$ cat config.mk
export PLATFORM = sky130hd
export DESIGN_NAME = irq_accept_seq
export DESIGN_NICKNAME = d
export VERILOG_FILES = /design/src/rtl/irq_seq_pkg.sv /design/src/rtl/irq_prio_pick.sv /design/src/rtl/irq_latch_bank.sv /design/src/rtl/irq_stack_seq.sv /design/src/rtl/irq_accept_seq.sv
export SDC_FILE = /design/constraint.sdc
export NUM_CORES = 1
export LEC_CHECK = 0
export BUFFER_PORTS_ARGS = -buffer_cell sky130_fd_sc_hd__buf_2
export CAP_MARGIN = 10
export CELL_PAD_IN_SITES_DETAIL_PLACEMENT = 2
export CELL_PAD_IN_SITES_GLOBAL_PLACEMENT = 2
export CORE_MARGIN = 5
export CORE_UTILIZATION = 29
export CTS_CLUSTER_SIZE = 40
export DETAILED_ROUTE_END_ITERATION = 8
export PLACE_DENSITY = 0.93
export RECOVER_POWER = 50
export SETUP_SLACK_MARGIN = 0.1
export SYNTH_ARGS = -nofsm -noshare
export SYNTH_HDL_FRONTEND = slang
export SYNTH_SLANG_ARGS = --single-unit
$ cat constraint.sdc
create_clock -name clk -period 3 [get_ports clk]
set_clock_uncertainty 0.1 [all_clocks]
set_input_delay 0.45 -clock clk [delete_from_list [all_inputs] [get_ports clk]]
set_output_delay 0.45 -clock clk [all_outputs]
set_load 0.005 [all_outputs]
$ cat src/rtl/irq_seq_pkg.sv
package irq_seq_pkg;

  typedef enum logic [3:0] {
    S_IDLE,
    S_PUSH_PCH,
    S_PUSH_PCL,
    S_PUSH_PSW,
    S_VEC_LO,
    S_VEC_HI,
    S_ENTER,
    S_POP_PSW,
    S_POP_PCL,
    S_POP_PCH,
    S_LEAVE
  } seq_state_e;

  function automatic logic state_is_push(input seq_state_e s);
    return (s == S_PUSH_PCH) || (s == S_PUSH_PCL) || (s == S_PUSH_PSW);
  endfunction

  function automatic logic state_is_pop(input seq_state_e s);
    return (s == S_POP_PSW) || (s == S_POP_PCL) || (s == S_POP_PCH);
  endfunction

endpackage

$ cat src/rtl/irq_prio_pick.sv
module irq_prio_pick #(
  parameter int NSRC = 4,
  localparam int IW = (NSRC > 1) ? $clog2(NSRC) : 1
) (
  input  logic [NSRC-1:0] cand,
  output logic [NSRC-1:0] grant,
  output logic [IW-1:0]   grant_idx,
  output logic            any
);

  for (genvar i = 0; i < NSRC; i++) begin : g_chain
    if (i == 0) begin : g_first
      assign grant[i] = cand[i];
    end else begin : g_rest
      assign grant[i] = cand[i] & ~(|cand[i-1:0]);
    end
  end

  always_comb begin
    grant_idx = '0;
    for (int i = NSRC - 1; i >= 0; i--) begin
      if (cand[i]) grant_idx = IW'(i);
    end
  end

  assign any = |cand;

endmodule

$ cat src/rtl/irq_latch_bank.sv
module irq_latch_bank #(
  parameter int NSRC = 4,
  localparam int IW = (NSRC > 1) ? $clog2(NSRC) : 1
) (
  input  logic            clk,
  input  logic            rst_n,
  input  logic [NSRC-1:0] req,
  input  logic            nmi_req,
  input  logic [NSRC-1:0] ien,
  input  logic            imf,
  input  logic            take,
  output logic            pend,
  output logic            pick_nmi,
  output logic [NSRC-1:0] grant,
  output logic [IW-1:0]   grant_idx
);

  logic [NSRC-1:0] lat_q;
  logic            nmi_q;
  logic [NSRC-1:0] cand;
  logic [NSRC-1:0] grant_raw;
  logic            any_mask;
  logic [NSRC-1:0] clr_mask;

  assign cand = imf ? (lat_q & ien) : '0;

  irq_prio_pick #(.NSRC(NSRC)) i_pick (
    .cand      (cand),
    .grant     (grant_raw),
    .grant_idx (grant_idx),
    .any       (any_mask)
  );

  assign pick_nmi = nmi_q;
  assign grant    = nmi_q ? '0 : grant_raw;
  assign pend     = nmi_q | any_mask;
  assign clr_mask = take ? grant : '0;

  always_ff @(posedge clk or negedge rst_n) begin
    if (!rst_n) begin
      lat_q <= '0;
      nmi_q <= 1'b0;
    end else begin
      lat_q <= (lat_q & ~clr_mask) | req;
      nmi_q <= (nmi_q & ~take) | nmi_req;
    end
  end

  a_r3_single_winner: assert property (@(posedge clk) disable iff (!rst_n)
    $onehot0({nmi_q, grant}));

  a_r2_grant_gated: assert property (@(posedge clk) disable iff (!rst_n)
    (|grant) |-> (imf && ((grant & ien & lat_q) == grant)));

  a_r7_latch_cleared: assert property (@(posedge clk) disable iff (!rst_n)
    (take && ((req & grant) == '0)) |=> ((lat_q & $past(grant)) == '0));

endmodule

$ cat src/rtl/irq_stack_seq.sv
module irq_stack_seq
  import irq_seq_pkg::*;
#(
  parameter int               DW      = 8,
  parameter int               NSRC    = 4,
  parameter logic [2*DW-1:0]  SP_INIT = 16'h007F,
  parameter logic [2*DW-1:0]  VEC_NMI = 16'hFFFC,
  localparam int AW = 2 * DW,
  localparam int IW = (NSRC > 1) ? $clog2(NSRC) : 1
) (
  input  logic          clk,
  input  logic          rst_n,
  input  logic          start_irq,
  input  logic          start_ret,
  input  logic          take_nmi,
  input  logic [IW-1:0] take_idx,
  input  logic [AW-1:0] ret_pc,
  input  logic [DW-1:0] psw_snap,
  output logic          active,
  output logic          mem_valid,
  input  logic          mem_ready,
  output logic          mem_we,
  output logic [AW-1:0] mem_addr,
  output logic [DW-1:0] mem_wdata,
  input  logic [DW-1:0] mem_rdata,
  output logic [AW-1:0] sp,
  output logic          pc_load,
  output logic [AW-1:0] pc_out,
  output logic          psw_load,
  output logic [DW-1:0] psw_out,
  output logic          imf_restore,
  output logic          imf_value
);

  seq_state_e    state_q, state_d;
  logic [AW-1:0] sp_q;
  logic [AW-1:0] pc_q;
  logic [DW-1:0] psw_q;
  logic [AW-1:0] vec_q;
  logic          xfer;

  assign xfer = mem_valid && mem_ready;

  always_comb begin
    mem_valid = 1'b0;
    mem_we    = 1'b0;
    mem_addr  = sp_q;
    mem_wdata = '0;
    unique case (state_q)
      S_PUSH_PCH: begin
        mem_valid = 1'b1;
        mem_we    = 1'b1;
        mem_wdata = pc_q[AW-1:DW];
      end
      S_PUSH_PCL: begin
        mem_valid = 1'b1;
        mem_we    = 1'b1;
        mem_wdata = pc_q[DW-1:0];
      end
      S_PUSH_PSW: begin
        mem_valid = 1'b1;
        mem_we    = 1'b1;
        mem_wdata = psw_q;
      end
      S_VEC_LO: begin
        mem_valid = 1'b1;
        mem_addr  = vec_q;
      end
      S_VEC_HI: begin
        mem_valid = 1'b1;
        mem_addr  = vec_q + AW'(1);
      end
      S_POP_PSW, S_POP_PCL, S_POP_PCH: begin
        mem_valid = 1'b1;
        mem_addr  = sp_q + AW'(1);
      end
      default: ;
    endcase
  end

  always_comb begin
    state_d = state_q;
    unique case (state_q)
      S_IDLE: begin
        if (start_ret)      state_d = S_POP_PSW;
        else if (start_irq) state_d = S_PUSH_PCH;
      end
      S_PUSH_PCH: if (xfer) state_d = S_PUSH_PCL;
      S_PUSH_PCL: if (xfer) state_d = S_PUSH_PSW;
      S_PUSH_PSW: if (xfer) state_d = S_VEC_LO;
      S_VEC_LO:   if (xfer) state_d = S_VEC_HI;
      S_VEC_HI:   if (xfer) state_d = S_ENTER;
      S_POP_PSW:  if (xfer) state_d = S_POP_PCL;
      S_POP_PCL:  if (xfer) state_d = S_POP_PCH;
      S_POP_PCH:  if (xfer) state_d = S_LEAVE;
      default:    state_d = S_IDLE;
    endcase
  end

  always_ff @(posedge clk or negedge rst_n) begin
    if (!rst_n) begin
      state_q <= S_IDLE;
      sp_q    <= SP_INIT;
      pc_q    <= '0;
      psw_q   <= '0;
      vec_q   <= VEC_NMI;
    end else begin
      state_q <= state_d;
      if (state_q == S_IDLE && start_irq && !start_ret) begin
        pc_q  <= ret_pc;
        psw_q <= psw_snap;
        vec_q <= take_nmi ? VEC_NMI
                          : VEC_NMI - ((AW'(take_idx) + AW'(1)) << 1);
      end
      if (xfer) begin
        if (state_is_push(state_q)) sp_q <= sp_q - AW'(1);
        if (state_is_pop(state_q))  sp_q <= sp_q + AW'(1);
        unique case (state_q)
          S_VEC_LO, S_POP_PCL: pc_q[DW-1:0]  <= mem_rdata;
          S_VEC_HI, S_POP_PCH: pc_q[AW-1:DW] <= mem_rdata;
          S_POP_PSW:           psw_q         <= mem_rdata;
          default: ;
        endcase
      end
    end
  end

  assign active      = (state_q != S_IDLE);
  assign sp          = sp_q;
  assign pc_out      = pc_q;
  assign psw_out     = psw_q;
  assign pc_load     = (state_q == S_ENTER) || (state_q == S_LEAVE);
  assign psw_load    = (state_q == S_LEAVE);
  assign imf_restore = (state_q == S_POP_PSW) && xfer;
  assign imf_value   = mem_rdata[DW-1];

  a_r10_hold_request: assert property (@(posedge clk) disable iff (!rst_n)
    (mem_valid && !mem_ready) |=>
      (mem_valid && $stable(mem_addr) && $stable(mem_we) && $stable(mem_wdata)));

  a_r10_single_load: assert property (@(posedge clk) disable iff (!rst_n)
    pc_load |=> !pc_load);

  a_r5_sp_down_on_write: assert property (@(posedge clk) disable iff (!rst_n)
    (mem_valid && mem_ready && mem_we) |=> (sp == $past(sp) - AW'(1)));

  a_r9_sp_up_on_pop: assert property (@(posedge clk) disable iff (!rst_n)
    (mem_valid && mem_ready && !mem_we && mem_addr == sp + AW'(1)) |=>
      (sp == $past(sp) + AW'(1)));

endmodule

$ cat src/rtl/irq_accept_seq.sv
module irq_accept_seq #(
  parameter int               DW      = 8,
  parameter int               NSRC    = 4,
  parameter logic [2*DW-1:0]  SP_INIT = 16'h007F,
  parameter logic [2*DW-1:0]  VEC_NMI = 16'hFFFC,
  localparam int AW = 2 * DW,
  localparam int FW = DW - 1,
  localparam int IW = (NSRC > 1) ? $clog2(NSRC) : 1
) (
  input  logic            clk,
  input  logic            rst_n,
  input  logic [NSRC-1:0] irq_req,
  input  logic            nmi_req,
  input  logic [NSRC-1:0] irq_en,
  input  logic            boundary,
  input  logic            reti,
  input  logic            ei,
  input  logic            di,
  input  logic [AW-1:0]   pc_cur,
  input  logic [FW-1:0]   flags_cur,
  output logic            busy,
  output logic            pc_load,
  output logic [AW-1:0]   pc_out,
  output logic            psw_load,
  output logic [FW-1:0]   flags_out,
  output logic            imf,
  output logic [AW-1:0]   sp,
  output logic            mem_valid,
  input  logic            mem_ready,
  output logic            mem_we,
  output logic [AW-1:0]   mem_addr,
  output logic [DW-1:0]   mem_wdata,
  input  logic [DW-1:0]   mem_rdata
);

  logic            imf_q;
  logic            seq_active;
  logic            pend;
  logic            pick_nmi;
  logic [NSRC-1:0] grant;
  logic [IW-1:0]   grant_idx;
  logic            accept;
  logic            ret_go;
  logic            imf_restore;
  logic            imf_value;
  logic [DW-1:0]   psw_full;

  assign ret_go = !seq_active && boundary && reti;
  assign accept = !seq_active && boundary && !reti && pend;

  irq_latch_bank #(.NSRC(NSRC)) i_latch (
    .clk       (clk),
    .rst_n     (rst_n),
    .req       (irq_req),
    .nmi_req   (nmi_req),
    .ien       (irq_en),
    .imf       (imf_q),
    .take      (accept),
    .pend      (pend),
    .pick_nmi  (pick_nmi),
    .grant     (grant),
    .grant_idx (grant_idx)
  );

  irq_stack_seq #(
    .DW      (DW),
    .NSRC    (NSRC),
    .SP_INIT (SP_INIT),
    .VEC_NMI (VEC_NMI)
  ) i_seq (
    .clk         (clk),
    .rst_n       (rst_n),
    .start_irq   (accept),
    .start_ret   (ret_go),
    .take_nmi    (pick_nmi),
    .take_idx    (grant_idx),
    .ret_pc      (pc_cur),
    .psw_snap    ({imf_q, flags_cur}),
    .active      (seq_active),
    .mem_valid   (mem_valid),
    .mem_ready   (mem_ready),
    .mem_we      (mem_we),
    .mem_addr    (mem_addr),
    .mem_wdata   (mem_wdata),
    .mem_rdata   (mem_rdata),
    .sp          (sp),
    .pc_load     (pc_load),
    .pc_out      (pc_out),
    .psw_load    (psw_load),
    .psw_out     (psw_full),
    .imf_restore (imf_restore),
    .imf_value   (imf_value)
  );

  always_ff @(posedge clk or negedge rst_n) begin
    if (!rst_n) begin
      imf_q <= 1'b0;
    end else if (accept) begin
      imf_q <= 1'b0;
    end else if (imf_restore) begin
      imf_q <= imf_value;
    end else if (!seq_active && di) begin
      imf_q <= 1'b0;
    end else if (!seq_active && ei) begin
      imf_q <= 1'b1;
    end
  end

  assign imf       = imf_q;
  assign busy      = seq_active | accept | ret_go;
  assign flags_out = psw_full[FW-1:0];

  a_r7_imf_off_after_entry: assert property (@(posedge clk) disable iff (!rst_n)
    accept |=> !imf);

  a_r4_start_at_boundary: assert property (@(posedge clk) disable iff (!rst_n)
    $rose(busy) |-> boundary);

  a_r4_busy_with_load: assert property (@(posedge clk) disable iff (!rst_n)
    pc_load |-> busy);

  a_r2_maskable_needs_imf: assert property (@(posedge clk) disable iff (!rst_n)
    (accept && !pick_nmi) |-> imf);

endmodule

# [After elaboration in Yosys (flattened, before gate mapping)]
# Cells that the tools add are included.
[word_totals] inputBits=47 wordCells=116 out_inout_bits=69 regBits=66
[classes] bitwise_logic=16 n_addsub=5 eq_ne=19 n_mux=36 reduce_logical=32
[ops] op="$mux 16" n=5
[ops] op="$mux 4" n=13
[ops] op="$pmux 16 s3" n=1
[ops] op="$mux 8" n=5
[ops] op="$pmux 4 s9" n=1
[ops] op="$add 16x1->16 const B" n=2
[ops] op="$pmux 8 s3" n=1
[ops] op="$eq 4x3->1 const B" n=4
[ops] op="$ne 2x1->1 const B" n=8
[ops] op="$sub 16x1->16 const B" n=1
[ops] op="$sub 16x16->16 const A" n=1
[ops] op="$eq 4x4->1 const B" n=3
[ops] op="$logic_and 1x1->1" n=10
[ops] op="$reduce_and 9->1" n=1
[ops] op="$reduce_or 3->1" n=3
[ops] op="$and 4x4->4" n=2
[ops] op="$eq 4x2->1 const B" n=2
[ops] op="$mux 2" n=4
[ops] op="$reduce_bool 4->1" n=2
[ops] op="$reduce_or 8->1" n=1
[ops] op="$mux 1" n=6
[ops] op="$reduce_or 2->1" n=3
[ops] op="$logic_or 1x1->1" n=5
[ops] op="$and 1x1->1" n=4
[ops] op="other kinds (12)" n=20

# [Logic depth before layout (Yosys ltp)]
[logic_depth] depth_word=10 ltp_mapped=8 mapped_depth_nobuf=6

# [Cells and area by module]
# Synthesis repeated with hierarchy kept, for this count alone.
[unflattened] cells_unflattened=422 area_unflattened_um2=3634.7
[by_module_without_submodules] module="irq_stack_seq" cells_each=376 seq_area_each_um2=1213.7 area_each_um2=3219.3 n_inst=1
[by_module_without_submodules] module="irq_latch_bank" cells_each=25 seq_area_each_um2=125.1 area_each_um2=262.8 n_inst=1
[by_module_without_submodules] module="irq_accept_seq" cells_each=10 seq_area_each_um2=25.0 area_each_um2=91.3 n_inst=1
[by_module_without_submodules] module="irq_prio_pick" cells_each=11 seq_area_each_um2=0.0 area_each_um2=61.3 n_inst=1

# [Worst setup path before layout]
# No wires, ideal clock.
[synth_timing] path_type="reg2out" startpoint="register i_seq.sp_q[4] (netlist: i_seq.sp[4])" endpoint="output port mem_addr[13]" arrival_ns=1.696 path_buffers=1 stages_incl_launch_ff=7 path_slack_ns=0.754 cell_sequence="dfstp_2 -> clkbuf_1 -> nand4_1 -> a211oi_4 -> nand4_1 -> xor2_1 -> nand2_1"
[synth_via] elab_chain_len=2
[synth_rtl] item="from (decl)" line_no="irq_stack_seq.sv:36" rtl="logic [AW-1:0] sp_q;"
[synth_rtl] item="from (signal assigned)" line_no="irq_stack_seq.sv:116" rtl="if (state_is_push(state_q)) sp_q <= sp_q - AW'(1);"
[synth_rtl] item="from (signal assigned)" line_no="irq_stack_seq.sv:117" rtl="if (state_is_pop(state_q)) sp_q <= sp_q + AW'(1);"
[synth_rtl] item="$add 16x1->16" line_no="irq_stack_seq.sv:75" rtl="mem_addr = sp_q + AW'(1);"
[synth_rtl] item="$pmux 16 s3" line_no="irq_stack_seq.sv:49" rtl="unique case (state_q)"
[synth_rtl] item="to (decl)" line_no="irq_accept_seq.sv:31" rtl="output logic [AW-1:0] mem_addr,"
# Every way passes these cells.

# [Worst setup path after layout]
[layout_timing] startpoint="register i_seq.state_q[2]" endpoint="output port mem_addr[2]"
[layout_via] elab_chain_len=3 elab_cells_between_ends=7 classes_between="eq/ne: 5; mux: 1; reduce/logical: 1"
[layout_rtl] item="from (decl)" line_no="irq_stack_seq.sv:35" rtl="seq_state_e state_q, state_d;"
[layout_rtl] item="from (signal assigned)" line_no="irq_stack_seq.sv:108" rtl="state_q <= state_d;"
[layout_rtl] item="$eq 4x4->1 / $eq 4x3->1 (equally long branches)" line_no="irq_stack_seq.sv:49"
[layout_rtl] item="$reduce_or 3->1" line_no="irq_stack_seq.sv:49"
[layout_rtl] item="$pmux 16 s3 *" line_no="irq_stack_seq.sv:49"
# Every way passes the cells marked *; elsewhere a longest branch is shown, timed or not.

==> results.md <==
### Floorplan
• starting density of the core: 0.2943
• top-level port count: 116
• Die Span Y: 120.0 um
• DIE WIDTH: 120.0 um
• total die area: 14390 sq um
• num rows: 40
• core box area: 11910 sq um

### Synthesis
• post-synthesis cell type count: 52
• number of enable-type register cells in the synthesized netlist: 0
• mapped cell area: 3506 sq um
• register bit count reported by yosys: 54
• Main synth FF type: sky130_fd_sc_hd__dfrtp_1
• cells after synthesis: 428
• top-count cell post-synth: sky130_fd_sc_hd__nand2_1
• most numerous cell types in the synthesized netlist: 83 x sky130_fd_sc_hd__nand2_1, 53 x sky130_fd_sc_hd__nor2_1, 44 x sky130_fd_sc_hd__dfrtp_1, 30 x sky130_fd_sc_hd__a21oi_1, 28 x sky130_fd_sc_hd__a31oi_1
• fraction of synthesized cell area taken by the top area cell type: 0.3141
• share of flip-flops with an asynchronous set or reset: 1.000
• main area contributors after synthesis: sky130_fd_sc_hd__dfrtp_1 31%, sky130_fd_sc_hd__nand2_1 8.9%, sky130_fd_sc_hd__dfstp_2 7.5%, sky130_fd_sc_hd__xor2_1 6.0%, sky130_fd_sc_hd__nor2_1 5.7%
• Yosys warnings: 0
• top cell type by total area after synthesis: sky130_fd_sc_hd__dfrtp_1
• share of synthesized area occupied by flip-flops and latches: 0.3890
• syn nets: 478
• Avg Synthesized Cell Area: 8.191 sq um

### Clocking
• number of buffers inserted by hold repair at cts: 0
• clock latency at the later pin of the worst-skew pair: 0.32 ns
• clock sink total: 54
• clock input transition at the sequential cells of the worst setup and hold paths: 0.08 ns
• TritonCTS clock tree: built
• CTS Buf Count: 5
• level count of the clock H-tree: 2
• clock tree root buffer cell: sky130_fd_sc_hd__clkbuf_16
• maximum clock path buffer count: 2

### Layout
• fraction of layout instances using a drive strength above 1: 0.2722
• share of the core filled with cells in the final layout: 0.3632
• growth of design area from synthesis to finish: 23.41%
• Total Nets Final: 578
• Non-Filler Cell Area, Final: 4327 sq um
• total of fill cells in the finished design: 1417
• Antenna Cells: 0

### Place
• GPL Wtd Cong: 0.8291
• area of placed instances: 4177 sq um
• # port buffers: 115
• DP Worst Slack: 0.3485 ns
• sum of net half-perimeters after detailed placement: 9914 um

### Drt
• number of design-rule violations left by the first detailed-router iteration: 162
• Post-route DRC: 0
• routed wire length: 13630 um
• routed length per placed instance: 20.16 um
• Final ANT Viol Nets: 0
• Pre-antenna DRT Iters: 4
• per-cell via count in the routed design: 5.364
• via count of the routed design: 3626

### Worst hold path
• Hold Path Depth: 2
• end of the worst hold path: i_latch.lat_q[0]
• hold wc startpoint: irq_req[0]
• min-delay worst type: input port to flop

### Worst setup path
• biggest fanout along the worst timing path: 17
• Worst Setup Start Kind: flop
• Reg2Reg Launch Point: i_seq.state_q[0]
• Critical Path AT: 2.25 ns
• Setup crit end kind: primary output
• Worst R2R Setup Slack: 0.50 ns
• path depth of the worst reg2reg path: 7
• end of the worst register-to-register path: i_latch.lat_q[0]
• critical path class: flop to primary output
• critical path required time: 2.45 ns

### STA
• RSZ-0062 raised after global routing: no
• part of the cycle the worst path needs: 0.9332
• headroom to the max-slew limit: 0.01369
• worst slew pin tran: 1.479 ns
• Slew Viols, Final: 0
• final period demand of the worst path: 2.800 ns
• accumulated negative setup slack: 0 ns
• achievable frequency: 357.2 MHz
• # setup viols final: 0
• final hold vios: 0
• Final WS setup: 0.2003 ns

### GRT
• initial antenna violation count: 0
• global route total overflow: 0
• aggregate global-route resource usage: 0.1911
• global-route wire length before repair: 21820 um
• number of global-route vias before repair: 4143
• largest net degree at the start of global routing: 55

### Run status
• run status: completed

### Flow run
• Maximum Capacitance Violations: 0

### Pwr
• Leak: 1.966 nW
• IR drop worst, VDD: 0.3493 mV
• cell area power density: 1117 nW/um^2

cells in the final DEF (no fill, tap or decap), drive strengths merged, types with 4 or more instances in the layout:
cell type,instances
clkbuf,28
dfstp,10
a211oi,4
nand4b,5
nand4,9
o21ai,10
inv,7
a21oi,30
nand2,83
xnor2,5
a21o,7
xor2,24
nor3,5
nand3,13
dfrtp,44
mux2,10
nor2,53
a31oi,28
a22oi,10
buf,108
timing repair:
action,in CTS,in global routing
endpoints found under the setup margin,8,12
pin swaps,1,1
buffers inserted,2,0
resized for setup,2,2
worst max path at each step:
stage	start	end	slack [ns]	cells after the start
after detailed placement	i_seq.state_q[3]	mem_addr[10]	0.35	7
after global routing	i_seq.sp[6]	mem_addr[10]	0.12	6
final	i_seq.state_q[2]	mem_addr[2]	0.20	8
after global placement	i_seq.state_q[3]	mem_addr[13]	0.53	7
after floorplan	i_seq.sp[4]	mem_addr[13]	0.75	6
after CTS	i_seq.state_q[1]	mem_addr[15]	0.15	6
routing by layer:
metal,vias up,part of all wire,track usage
li1,1694,-,-
met1,1817,0.40,0.2073
met3,18,0.053,0.04571
met5,-,0,0
met2,97,0.53,0.3646
met4,0,0.015,0.05583
cell families after synthesis:
logic type                 Yosys count  share of synthesized area
and+or+nand+nor                    190                     0.2520
AOI/OAI and AO/OA                   98                     0.1792
DFF                                 54                     0.3890
buffers and inverters               43                    0.06174
xor gates and xnor gates            29                    0.07245
muxes                               10                    0.03212
adders and majority gates            4                    0.01356
critical path: stages (launching register included):
cell and delay [ns]:
sky130_fd_sc_hd__dfrtp_1 0.41, sky130_fd_sc_hd__buf_4 0.21, sky130_fd_sc_hd__nor3b_1 0.27, sky130_fd_sc_hd__buf_4 0.19, sky130_fd_sc_hd__nor2_1 0.09, sky130_fd_sc_hd__nand2_1 0.16, sky130_fd_sc_hd__o21ai_0 0.13, sky130_fd_sc_hd__a221o_1 0.33
sky130_fd_sc_hd__buf_2 0.14
power breakdown:
group | internal, W | switching (W) | leakage, nW
Sequential | 0.00110 | 0.000444 | 0.624
Clock | 0.000321 | 0.000335 | 0.0752
Combinational | 0.00112 | 0.00151 | 1.27
Total | 0.00254 | 0.00229 | 1.97
per-stage QoR:
| stage | total power [W] | hold WS [ns] | cells |
|---|---|---|---|
| finish | 0.004834 | 0.2172 | 676 |
| CTS | 0.004911 | 0.2152 | 676 |
| global route | 0.005216 | 0.2249 | 676 |
| global placement | 0.003997 | 0.3489 | 666 |
| floorplan | 0.003046 | 0.05441 | 428 |
| detailed placement | 0.004181 | 0.3828 | 666 |
cell type report:
type | count | area [sq um] | share of cell area
repair buffers | 131 | 668.1 | 0.1544
well taps | 147 | 183.9 | 0.04251
clock buffers | 5 | 125.1 | 0.02892
inverters | 5 | 18.77 | 0.004338
flip-flops and latches | 54 | 1364 | 0.3152
clock inverters | 3 | 26.28 | 0.006073
multi-input cells | 331 | 1941 | 0.4485
sequential cells by signal (all words and copies together) (netlist names):
signal	flops
i_seq.psw_out	8
i_seq.pc_out	16
i_seq.state_q	4
i_seq.vec_q	4
imf	1
i_latch.pick_nmi	1
i_seq.sp	16
i_latch.lat_q	4
Power figures use the tool's default switching activity.
